$ cat config.mk
export PLATFORM = sky130hd
export DESIGN_NAME = dwt_level_sched
export DESIGN_NICKNAME = d
export VERILOG_FILES = /design/src/rtl/dwt_sched_pkg.sv /design/src/rtl/sched_raster_counter.sv /design/src/rtl/sched_slot_decoder.sv /design/src/rtl/sched_level_merge.sv /design/src/rtl/dwt_level_sched.sv
export SDC_FILE = /design/constraint.sdc
export NUM_CORES = 1
export LEC_CHECK = 0
export BUFFER_PORTS_ARGS = -buffer_cell sky130_fd_sc_hd__buf_4
export CAP_MARGIN = 0
export CORE_MARGIN = 3
export CORE_UTILIZATION = 50
export DETAILED_ROUTE_END_ITERATION = 12
export GPL_TIMING_DRIVEN = 1
export PLACE_DENSITY = 0.82
export SLEW_MARGIN = 10
export SYNTH_ARGS = -nofsm -noshare
export SYNTH_HDL_FRONTEND = slang
export SYNTH_SLANG_ARGS = --single-unit
export TNS_END_PERCENT = 1
$ cat constraint.sdc
create_clock -name clk -period 2.6 [get_ports clk]
set_input_delay 0.52 -clock clk [delete_from_list [all_inputs] [get_ports clk]]
set_output_delay 0.52 -clock clk [all_outputs]
set_load 0.1 [all_outputs]
$ cat src/rtl/dwt_sched_pkg.sv
// Package: shared level type and per-level slot offsets for the scheduler.
// Assumes at most three levels; offsets are the first column of each pattern.
package dwt_sched_pkg;

    localparam int MAX_LEVELS = 3;

    typedef logic [1:0] lvl_t;

    // First horizontal slot column of a level.
    function automatic int h_first_col(input int lvl);
        case (lvl)
            1:       return 1;
            2:       return 6;
            default: return 12;
        endcase
    endfunction

    // First vertical slot column of a level.
    function automatic int v_first_col(input int lvl);
        case (lvl)
            1:       return 2;
            2:       return 7;
            default: return 13;
        endcase
    endfunction

endpackage

$ cat src/rtl/sched_raster_counter.sv
// Module: raster position counter for one N x N frame.
// Assumes N is a power of two. frame_start wins over step; the frame ends
// after the pixel at (N-1, N-1) is accepted and the counter then idles.
module sched_raster_counter #(
    parameter int N  = 16,
    localparam int XW = $clog2(N)
) (
    input  logic          clk,
    input  logic          rst_n,
    input  logic          frame_start,
    input  logic          step,
    output logic [XW-1:0] col,
    output logic [XW-1:0] row,
    output logic          busy,
    output logic          issue
);

    localparam logic [XW-1:0] LAST_IDX = XW'(N - 1);

    // A slot may be used only while a frame runs and a pixel is accepted.
    always_comb begin
        issue = busy && step && !frame_start;
    end

    // Advance the raster position, restart on frame_start, stop at frame end.
    always_ff @(posedge clk) begin
        if (!rst_n) begin
            col  <= '0;
            row  <= '0;
            busy <= 1'b0;
        end else if (frame_start) begin
            col  <= '0;
            row  <= '0;
            busy <= 1'b1;
        end else if (issue) begin
            if (col == LAST_IDX) begin
                col <= '0;
                if (row == LAST_IDX) begin
                    row  <= '0;
                    busy <= 1'b0;
                end else begin
                    row <= row + 1'b1;
                end
            end else begin
                col <= col + 1'b1;
            end
        end
    end

endmodule

$ cat src/rtl/sched_slot_decoder.sv
// Module: decides whether one level owns one filter type at (col, row).
// The in-row slots are FIRST + STRIDE*k on eligible rows. A last slot that
// falls at or past column N is moved to column (last - N) of the row after an
// eligible row. Row 0 never takes a wrapped slot. Assumes N >= 16, power of 2.
module sched_slot_decoder
    import dwt_sched_pkg::*;
#(
    parameter int N       = 16,
    parameter int LVL     = 1,
    parameter bit IS_VERT = 1'b0,
    localparam int XW = $clog2(N)
) (
    input  logic [XW-1:0] col,
    input  logic [XW-1:0] row,
    output logic          hit
);

    localparam int STRIDE   = 1 << LVL;
    localparam int FIRST    = IS_VERT ? v_first_col(LVL) : h_first_col(LVL);
    localparam int ROW_MOD  = IS_VERT ? STRIDE : STRIDE / 2;
    localparam int LAST     = FIRST + STRIDE * (N / STRIDE - 1);
    localparam bit HAS_WRAP = (LAST >= N);
    localparam int WRAP_COL = HAS_WRAP ? (LAST - N) : 0;

    localparam logic [XW-1:0] FIRST_C  = XW'(FIRST);
    localparam logic [XW-1:0] STR_MASK = XW'(STRIDE - 1);
    localparam logic [XW-1:0] ROW_MASK = XW'(ROW_MOD - 1);
    localparam logic [XW-1:0] WRAP_C   = XW'(WRAP_COL);

    logic          row_eligible;
    logic          row_after;
    logic          in_row_hit;
    logic          wrap_hit;
    logic [XW-1:0] col_rel;

    // Classify the row: eligible for in-row slots, or right after such a row.
    always_comb begin
        row_eligible = ((row & ROW_MASK) == ROW_MASK);
        row_after    = (row != '0) && ((row & ROW_MASK) == '0);
    end

    // Match the stride pattern from the first slot column.
    always_comb begin
        col_rel    = col - FIRST_C;
        in_row_hit = row_eligible && (col >= FIRST_C) && ((col_rel & STR_MASK) == '0);
    end

    // Match the wrapped slot carried over from the previous row.
    always_comb begin
        wrap_hit = HAS_WRAP && row_after && (col == WRAP_C);
        hit      = in_row_hit || wrap_hit;
    end

endmodule

$ cat src/rtl/sched_level_merge.sv
// Module: folds per-level hits of one filter type into an enable and a level
// number (1-based, 0 when idle). Hits are disjoint by schedule; if they were
// not, the lowest level would win. Gated by the issue qualifier.
module sched_level_merge
    import dwt_sched_pkg::*;
#(
    parameter int LEVELS = 3
) (
    input  logic [LEVELS-1:0] hits,
    input  logic              issue,
    output logic              en,
    output lvl_t              lvl
);

    // Pick the level that owns the slot, scanning from the coarsest down.
    always_comb begin
        en  = 1'b0;
        lvl = '0;
        for (int i = LEVELS - 1; i >= 0; i--) begin
            if (issue && hits[i]) begin
                en  = 1'b1;
                lvl = lvl_t'(i + 1);
            end
        end
    end

endmodule

$ cat src/rtl/dwt_level_sched.sv
// Module: top of the multi-level wavelet filter slot scheduler.
// Counts the raster position and, per accepted pixel, issues at most one
// horizontal and one vertical operation tagged with its level (1..LEVELS).
// Assumes N is a power of two, N >= 16, and 1 <= LEVELS <= 3.
module dwt_level_sched
    import dwt_sched_pkg::*;
#(
    parameter int N      = 16,
    parameter int LEVELS = 3,
    localparam int XW = $clog2(N)
) (
    input  logic          clk,
    input  logic          rst_n,
    input  logic          frame_start,
    input  logic          step,
    output logic          busy,
    output logic [XW-1:0] col,
    output logic [XW-1:0] row,
    output logic          h_en,
    output lvl_t          h_lvl,
    output logic          v_en,
    output lvl_t          v_lvl
);

    logic              issue;
    logic [LEVELS-1:0] h_hit;
    logic [LEVELS-1:0] v_hit;

    sched_raster_counter #(.N(N)) u_cnt (
        .clk         (clk),
        .rst_n       (rst_n),
        .frame_start (frame_start),
        .step        (step),
        .col         (col),
        .row         (row),
        .busy        (busy),
        .issue       (issue)
    );

    // One horizontal and one vertical slot decoder per enabled level.
    for (genvar g = 0; g < LEVELS; g++) begin : g_level
        sched_slot_decoder #(.N(N), .LVL(g + 1), .IS_VERT(1'b0)) u_hdec (
            .col (col),
            .row (row),
            .hit (h_hit[g])
        );
        sched_slot_decoder #(.N(N), .LVL(g + 1), .IS_VERT(1'b1)) u_vdec (
            .col (col),
            .row (row),
            .hit (v_hit[g])
        );
    end

    sched_level_merge #(.LEVELS(LEVELS)) u_hmerge (
        .hits  (h_hit),
        .issue (issue),
        .en    (h_en),
        .lvl   (h_lvl)
    );

    sched_level_merge #(.LEVELS(LEVELS)) u_vmerge (
        .hits  (v_hit),
        .issue (issue),
        .en    (v_en),
        .lvl   (v_lvl)
    );

endmodule

==> reports/results.ini, run 1 <==
[sta]
fin_crit_sh_pct=98.48
setup_violations=0
hold_violations=0
slew_headroom_pct=74.72
fin_worst_skew_ns=0.001379
hold_ws_ns=0.5268
rsz0062_at_grt=yes
drv_slew=0
worst_pin_slew_ns=0.3780
fin_tns_setup_ns=0
fin_crit_ns=2.561
max_freq_ghz=0.3905

[worst_setup_path]
path_class=register to output port
startpoint_type=register
end_kind=output port
r2r-end=u_cnt.row[3]
crit-reg2reg-launch=u_cnt.col[1]
required_ns=2.08
crit_chain=inv_1 > ha_1 > or4_1 > a32oi_2 > nor2_2 > a21o_2 > buf_6
cpPeakStageDelay_ns=0.42
ff2ff_setup_slack_ns=0.96
startpoint=u_cnt.col[0]
reg2reg_depth=5
crit_fanout=4
slowest_stage=or4_1
cp_data_arrival_time_ns=2.04

[yosys]
synth_commonest_cells=dfxtp_1 (9), ha_1 (9), nor2_1 (9), nand2_1 (8)
syn_nets=105
yosys.area_share.adder_pct=14.93
syn_area_per_cell_um2=8.201
async_reset_ff_share_pct=0
synthMuxAreaShare_pct=2.653
synth_xor_area_share_pct=3.483
synth_enable_flop_cells=0
synth_compound_gate_area_share_pct=19.90
synth_warnings=0
synth_area_um2=754.5
seq_area_frac_synth_pct=23.88
synth_top_area_cell=dfxtp_1
synthTopCellsByArea=dfxtp_1 (24%), ha_1 (15%), nor2_1 (4.5%)
synth_top_area_share_pct=23.88
ys_ff_latch=9
synth_top_family_by_area=simple AND/OR/NAND/NOR gates
synthCells=92
synth_ff_type=dfxtp_1
yosys.area_share.simple_pct=28.69
synth_cell_types=38

[route]
wl_per_cell_um=14.49
ant_nets=0
via_count=747
drtIter0Drc=21
routed_wl_um=1855
drt-vias-per-instance=5.836
drc=0
dr.pass1.iters=4

[die]
die-height_um=44.85
die_w_um=44.85
std_cell_rows=13
core_um2=1350
die_area_um2=2011
io-pin-count=19
floorplan.initialDensity_pct=55.89

[global_route]
grt_usage_pct=21.53
grt_max_degree=14
grt_pass1_wl_um=3118
antenna_found_initial=0
grt_pass1_vias=676
grt_overflow=0

[clock_tree]
cts_inserted_buffers=3
cts_tree=built
clock_path_buffers=2
htree_levels=1
ctsRootBufferMaster=clkbuf_4
hold_buffers=0
cts_num_sinks=9
insertion_delay_ns=0.26
clk_pin_slew_ns=0.07

[worst_hold_path]
holdPathEnd=u_cnt.col[1]
min_path_cells=2
min_from=u_cnt.busy
hold_path.class=register to register

[layout]
syn2layout_area_growth_pct=37.15
multi_input_area_um2=598.1
drive_above_1_share_pct=41.59
antenna_cells=0
final_nets=127
final.fill_count=108
seqCellArea_um2=192.7

[power]
peakVddDrop_mv=0.2548
p_leak_nw=0.4070
power_density_nw_per_um2=273.7

[outcome]
status=finished clean

[place]
dp_hpwl_um=1427
gp_congestion=0.7879
port_buffers=18

[flow_run]
maxCapViolCount=0

==> area by class of cell <==
class                   instances  share of cell area, %
inverters                       5                  1.814
flip-flops and latches          9                  18.62
well taps                      15                  1.814
clock buffers                   4                  2.539
repair buffers                 21                  17.41
multi-input cells              74                  57.80
==> worst max-delay path by stage <==
stage                to  slack, ns  depth (start not counted)
6_report       v_lvl[0]       0.04                          7
5_1_grt        v_lvl[0]      -0.03                          7
4_1_cts        v_lvl[0]      0.007                          7
3_5_place_dp   v_lvl[0]       0.22                          7
3_3_place_gp   v_lvl[0]       0.27                          7
2_1_floorplan      h_en      -0.04                          5
==> cells by family after synthesis <==
family	after synthesis
AND/OR/NAND/NOR	38
flip-flops	9
AO/OA/AOI/OAI	22
XOR/XNOR	3
adder cells (fa/ha/maj)	9
buffers and inverters	9
multiplexers	2
==> placed cells by master (no fill, tap or decap), types with 2 or more instances in the layout <==
cell / n
buf_4: 16
ha_1: 9
nand2_1: 7
nor2_1: 7
dfxtp_2: 7
inv_1: 5
nand3_1: 5
buf_6: 4
a21oi_1: 3
nor3_1: 3
o21ai_0: 3
clkbuf_4: 3
a41oi_1: 2
xor2_1: 2
mux2i_1: 2
==> report_power, final <==
part,leakage [nW],switching (mW),internal (mW)
Clock,0.0150,0.0527,0.0593
Sequential,0.0769,0.00209,0.139
Combinational,0.315,0.0215,0.00910
Total,0.407,0.0763,0.207
==> sequential cells by signal, summed over array words and instances (netlist names) <==
| register | flops |
|---|---|
| u_cnt.row | 4 |
| u_cnt.busy | 1 |
| u_cnt.col | 4 |
==> worst max-delay path, delay by kind of cell, from the launching register on <==
family | cells | cell delay, ns
buffers and inverters | 2 | 0.26
adders and majority gates | 1 | 0.22
AOI/OAI and AO/OA | 2 | 0.44
DFF | 1 | 0.36
and+or+nand+nor | 2 | 0.50
==> what timing repair did <==
| item | 4_1_cts | 5_1_grt |
|---|---|---|
| pin swaps | 1 | 1 |
| buffers inserted | 0 | 1 |
| gates resized for setup | 3 | 8 |
| endpoints found under the setup margin | 3 | 6 |
==> metal layers <==
metal	wire (um)	vias to the layer above	track usage, %
met2	910	18	36.68
met1	845	346	26.28
met4	19	0	10.53
met3	79	2	3.187
met5	0	-	0
li1	-	381	-
==> metrics by stage <==
stage	cells	cell area, um^2	util [%]	setup slack (ns)	power, mW
global route	128	1035	76.65	-0.03392	0.2945
global placement	123	963.4	71.36	0.2736	0.1730
finish	128	1035	76.65	0.03944	0.2832
CTS	127	1005	74.42	0.006517	0.2835
detailed placement	123	963.4	71.36	0.2214	0.1739
floorplan	92	824.5	-	-0.04246	0.1630
Note: power is estimated with default switching activity, not from simulation.
==> inputs of run 2 (changes only) <==
--- a/config.mk
+++ b/config.mk
@@ -9,6 +9,7 @@
 export CAP_MARGIN = 0
 export CORE_MARGIN = 3
 export CORE_UTILIZATION = 50
+export CTS_BUF_LIST = sky130_fd_sc_hd__clkbuf_8
 export DETAILED_ROUTE_END_ITERATION = 12
 export GPL_TIMING_DRIVEN = 1
 export PLACE_DENSITY = 0.82
==> run 2 against run 1 <==
  * Register-to-register slack worse by 0.05 ns
  * Count of clock-buffer cells in the layout is 1 lower
  * Highest routed layer unchanged
  * Global-route usage is 0.82 points higher
  * Sequential power hardly changed
  * First-iteration DRC count is 57% lower
  * Critical endpoint unchanged
  * Critical path depth stayed put
  * Clock skew is 0.00074 ns lower
  * Routed wire length is 3.8% higher
==> reports/results.ini, run 2 (synthesis gave the netlist of run 1 again) <==
[layout]
antenna_cells=0  ; unchanged
mostFrequentLayoutCells=buf_4 (16), ha_1 (9), nand2_1 (7), nor2_1 (7), dfxtp_2 (7)
biggestRegsByFlops=u_cnt.col (4), u_cnt.row (4), u_cnt.busy (1)
final_nets=126  ; -0.79%
final_common_cell=buf_4
finalCoreUtilization_pct=77.02  ; +0.37 points
syn2layout_area_growth_pct=37.81
drive_above_1_share_pct=41.07  ; -0.52 points
final.fill_count=105  ; -2.8%

[sta]
worst_pin_slew_ns=0.3835  ; +0.005539 ns
drv_slew=0  ; unchanged
setup_violations=0  ; unchanged
slew_headroom_pct=74.35  ; -0.37 points
fin_crit_sh_pct=97.38  ; -1.1 points
fin_worst_skew_ns=0.0006359  ; -0.0007428 ns
hold_ws_ns=0.5265  ; -0.0002750 ns
max_freq_ghz=0.3950  ; +1.1%
hold_violations=0  ; unchanged
fin_crit_ns=2.532  ; -0.02864 ns

[worst_setup_path]
required_ns=2.08  ; about the same
path_class=register to output port
crit_fanout=8  ; +4
slowest_stage=or4_1
startpoint_type=register
cpPeakStageDelay_ns=0.42  ; about the same
cp_data_arrival_time_ns=2.01  ; -0.03 ns
end_kind=output port
crit_chain=inv_2 > ha_1 > or4_1 > a32oi_2 > nor2_2 > a21o_2 > buf_8

[die]
core_um2=1350  ; unchanged
die-height_um=44.85  ; unchanged
die_area_um2=2011  ; unchanged
std_cell_rows=13  ; unchanged
floorplan.initialDensity_pct=55.89  ; unchanged
io-pin-count=19  ; unchanged
die_w_um=44.85  ; unchanged

[power]
power_density_nw_per_um2=322.5  ; +18%
p_leak_nw=0.4168  ; +2.4%
peakVddDrop_mv=0.3155  ; +24%

[route]
drt-vias-per-instance=5.913  ; +1.3%
drtIter0Drc=9  ; -57%
wl_per_cell_um=15.16  ; +4.6%
dr.pass1.iters=4  ; unchanged
routed_wl_um=1925  ; +3.8%
drc=0  ; unchanged
via_count=751  ; +0.54%
ant_nets=0  ; unchanged

[clock_tree]
clock_path_buffers=2  ; unchanged
cts_inserted_buffers=3  ; unchanged
clk_pin_slew_ns=0.05  ; -0.02 ns
cts_num_sinks=9  ; unchanged
post-cts-setup-buffers=0  ; unchanged
cts_tree=built
ctsRootBufferMaster=clkbuf_8
htree_levels=1  ; unchanged
insertion_delay_ns=0.24  ; -0.02 ns

[place]
gp_congestion=0.7879  ; unchanged
dp_hpwl_um=1427  ; unchanged
port_buffers=18  ; unchanged

[outcome]
status=finished clean

[worst_hold_path]
hold_path.class=register to register

[global_route]
grt_usage_pct=22.35  ; +0.82 points
grt_overflow=0  ; unchanged
grt_pass1_wl_um=3270  ; +4.9%
antenna_found_initial=0  ; unchanged
grt_pass1_vias=706  ; +4.4%
grt_max_degree=14  ; unchanged

[flow_run]
maxCapViolCount=0  ; unchanged

-- run 2: cell types whose count changed in the layout (fill, tap and decap cells not counted), sizes merged --
cell,before,now
buf,21,20
clkbuf,4,3
inv,5,6
-- run 2: power by group --
| part | internal (mW) | switching (mW) | total (mW) | leakage, nW |
|---|---|---|---|---|
| registers | 0.139 | 0.00263 | 0.142 | 0.0769 |
| clock network | 0.103 | 0.0604 | 0.164 | 0.0269 |
| logic | 0.00876 | 0.0211 | 0.0298 | 0.313 |
| total | 0.251 | 0.0841 | 0.335 | 0.417 |
-- run 2: critical path, delay by kind of cell, from the launching register on --
family | cells | cell delay [ns]
AOI/OAI and AO/OA | 2 | 0.43
adders and majority gates | 1 | 0.21
buffers and inverters | 2 | 0.24
DFF | 1 | 0.39
and+or+nand+nor | 2 | 0.50
-- run 2: what timing repair did --
item,in CTS,in global routing
resized for setup,2,8
hold buffers,0,0
endpoints found under the setup margin,1,6
pin swaps,0,1
-- run 2: metrics by stage --
| step | area [um^2] | setup TNS, ns | std cells | power (mW) | setup WS (ns) |
|---|---|---|---|---|---|
| global route | 1040 | -0.01389 | 127 | 0.3453 | -0.01389 |
| detailed placement | 963.4 | 0 | 123 | 0.1739 | 0.2214 |
| finish | 1040 | 0 | 127 | 0.3353 | 0.06807 |
| floorplan | 824.5 | -0.1163 | 92 | 0.1630 | -0.04246 |
| CTS | 1020 | 0 | 127 | 0.3354 | 0.004428 |
| global placement | 963.4 | 0 | 123 | 0.1730 | 0.2736 |
-- run 2: final cells by class --
type                    instances  area, um^2  area share [%]
clock buffers                   3       41.29           3.971
clock inverters                 1       3.754          0.3610
inverters                       5       18.77           1.805
multi-input cells              74       595.6           57.28
flip-flops and latches          9       192.7           18.53
well taps                      15       18.77           1.805
repair buffers                 20       168.9           16.25
-- run 2: path summary, 6_finish.rpt --
path | startpoint | end | slack (ns) | cells past startpoint
hold reg to reg | u_cnt.busy | u_cnt.col[1] | 0.53 | 2
hold / removal | u_cnt.busy | u_cnt.col[1] | 0.53 | 2
setup reg to reg | u_cnt.col[1] | u_cnt.row[3] | 0.91 | 5
setup / recovery | u_cnt.col[0] | v_lvl[0] | 0.07 | 7
-- run 2: routing by layer --
metal  global-route usage, %  share of wire, %
met5                       0                 0
met4                   11.70               2.2
met3                   3.187               3.8
met2                   37.82                48
met1                   27.25                46
==> inputs of run 3 (changes only) <==
--- a/config.mk
+++ b/config.mk
@@ -11,7 +11,7 @@
 export CORE_UTILIZATION = 50
 export CTS_BUF_LIST = sky130_fd_sc_hd__clkbuf_8
 export DETAILED_ROUTE_END_ITERATION = 12
-export GPL_TIMING_DRIVEN = 1
+export GPL_TIMING_DRIVEN = 0
 export PLACE_DENSITY = 0.82
 export SLEW_MARGIN = 10
 export SYNTH_ARGS = -nofsm -noshare
==> run 3 against run 2 <==
  * Highest routed layer unchanged
  * Largest power group unchanged
  * Combinational power about the same
  * Total power decreased by 1.9%
  * Flip-flop and latch count unchanged
  * Count of clock-buffer cells in the layout unchanged
  * Sequential share of layout area decreased by 0.57 points
==> reports/results.ini, run 3 (synthesis gave the netlist of run 1 again) <==
[worst_setup_path]
crit_buf_inv=2  ; unchanged
crit_chain=inv_2 > ha_1 > or4_1 > a32oi_2 > nor2_2 > a21o_2 > buf_8
crit_fanout=8  ; unchanged
cp_data_arrival_time_ns=2.03  ; +0.02 ns
cpPeakStageDelay_ns=0.41  ; about the same
ff2ff_setup_slack_ns=0.96  ; +0.05 ns
path_class=register to output port
critPathTopFamily=simple AND/OR/NAND/NOR gates
slowest_stage=or4_1
required_ns=2.08  ; about the same
startpoint_type=register
end_kind=output port

[power]
power_density_nw_per_um2=304.7  ; -5.5%
peakVddDrop_mv=0.3506  ; +11%
clkPwrFrac_pct=47.9  ; -0.9 points
p_comb_share_pct=9.0  ; about the same
power.internal_uw=250.8  ; -0.17%
pwr-share-seq_pct=43.2  ; +0.9 points
p_leak_nw=0.4297  ; +3.1%
netSwitchingFraction_pct=23.78  ; -1.3 points
p_sw_uw=78.26  ; -6.9%
total_power_uw=329.0  ; -1.9%

[clock_tree]
cts_num_sinks=9  ; unchanged
insertion_delay_ns=0.23  ; about the same
clk_pin_slew_ns=0.04  ; about the same
cts_tree=built
htree_levels=1  ; unchanged
ctsRootBufferMaster=clkbuf_8
clock_path_buffers=2  ; unchanged
cts_inserted_buffers=3  ; unchanged

[route]
dr.pass1.iters=4  ; unchanged
dr_wl_met3_um=110  ; +51%
via_count=788  ; +4.9%
drtIter0Drc=23  ; +14
ant_nets=0  ; unchanged
top_layer=met4
drt-vias-per-instance=6.062  ; +2.5%
drc=0  ; unchanged
wl_met1_um=823  ; -6.4%
wl_per_cell_um=14.95  ; -1.4%
wl_met2_um=945  ; +1.6%
routed_wl_um=1943  ; +0.94%

[sta]
setup_violations=0  ; unchanged
fin_crit_sh_pct=98.11  ; +0.73 points
rsz0062_at_grt=yes
fin_ws_ns=0.04918  ; -0.01889 ns
worst_pin_slew_ns=0.4004  ; +0.01685 ns
hold_ws_ns=0.5232  ; -0.003340 ns
drv_slew=0  ; unchanged
fin_crit_ns=2.551  ; +0.01889 ns
max_freq_ghz=0.3920  ; -0.74%
hold_violations=0  ; unchanged
fin_worst_skew_ns=0.0006130  ; -0.00002294 ns
slew_headroom_pct=73.22  ; -1.1 points

[die]
floorplan.initialDensity_pct=55.89  ; unchanged
die_area_um2=2011  ; unchanged
die-height_um=44.85  ; unchanged
die_w_um=44.85  ; unchanged
std_cell_rows=13  ; unchanged
io-pin-count=19  ; unchanged
core_um2=1350  ; unchanged

[outcome]
status=finished clean

[layout]
fin_area_um2=1080  ; +3.9%
finalCoreUtilization_pct=79.98  ; +3.0 points
biggestRegsByFlops=u_cnt.col (4), u_cnt.row (4), u_cnt.busy (1)
final_common_cell=buf_4
final_nets=129  ; +2.4%
mostFrequentLayoutCells=buf_4 (15), ha_1 (8), dfxtp_2 (8)
antenna_cells=0  ; unchanged
syn2layout_area_growth_pct=43.12
drive_above_1_share_pct=45.22  ; +4.1 points

[place]
place_area_um2=978.4  ; +1.6%
port_buffers=18  ; unchanged
dp_hpwl_um=1465  ; +2.7%
gp_congestion=0.8070  ; +2.4%
place_ws_ns=0.1260  ; -0.09539 ns

[worst_hold_path]
hold_path.class=register to register

[global_route]
grt_max_degree=11  ; -3
grt_pass1_vias=775  ; +9.8%
grt_usage_pct=21.94  ; -0.41 points
grt_pass1_wl_um=3263  ; -0.21%
grt_overflow=0  ; unchanged
antenna_found_initial=0  ; unchanged

[flow_run]
maxCapViolCount=0  ; unchanged

==> run 3: worst register-to-register path, delay by kind of cell (launching register included) <==
kind / cells / cell delay (ns)
and+or+nand+nor: 2 / 0.51
AOI/OAI and AO/OA: 2 / 0.42
adders and majority gates: 1 / 0.21
DFF: 1 / 0.41
==> run 3: power by group through the flow <==
| stage | Clock (mW) | Sequential [mW] | Combinational (mW) |
|---|---|---|---|
| 5_1_grt | 0.164 | 0.142 | 0.0313 |
| 6_report | 0.157 | 0.142 | 0.0295 |
| 3_3_place_gp | 0 | 0.144 | 0.0291 |
| 3_5_place_dp | 0 | 0.144 | 0.0293 |
| 2_1_floorplan | 0 | 0.154 | 0.00889 |
| 4_1_cts | 0.160 | 0.142 | 0.0295 |
==> run 3: final cells by class <==
| class | instances | area (um^2) |
|---|---|---|
| Buffer | 4 | 31.28 |
| Clock buffer | 3 | 41.29 |
| Clock inverter | 1 | 3.754 |
| Fill cell | 103 | 270.3 |
| Inverter | 5 | 18.77 |
| Multi-Input combinational cell | 74 | 603.1 |
| Sequential cell | 9 | 193.9 |
| Tap cell | 15 | 18.77 |
| Timing Repair Buffer | 19 | 168.9 |
==> run 3: worst paths after layout <==
check	cells after the start	start	to
worst max-delay path	7	u_cnt.col[0]	v_lvl[0]
worst min-delay path	2	u_cnt.busy	u_cnt.col[1]
worst max register to register	5	u_cnt.col[1]	u_cnt.row[3]
worst min register to register	2	u_cnt.busy	u_cnt.col[1]
==> run 3: stage by stage <==
| step | instances | setup TNS, ns |
|---|---|---|
| global route | 130 | -0.04128 |
| CTS | 130 | 0 |
| finish | 130 | 0 |
| detailed placement | 125 | 0 |
| global placement | 125 | 0 |
| floorplan | 92 | -0.1163 |
==> run 3: what timing repair did <==
item                       in CTS  in global routing
setup endpoints to repair       5                  6
resized for setup               6                 11
pin swaps                       1                  1
hold buffers                    0                  0
buffers inserted                1                  0
==> run 3: routing by layer <==
metal / vias up / GRT usage (%)
met5: - / 0
met4: 0 / 14.62
met3: 10 / 1.195
met2: 35 / 37.25
met1: 362 / 26.52
li1: 381 / -
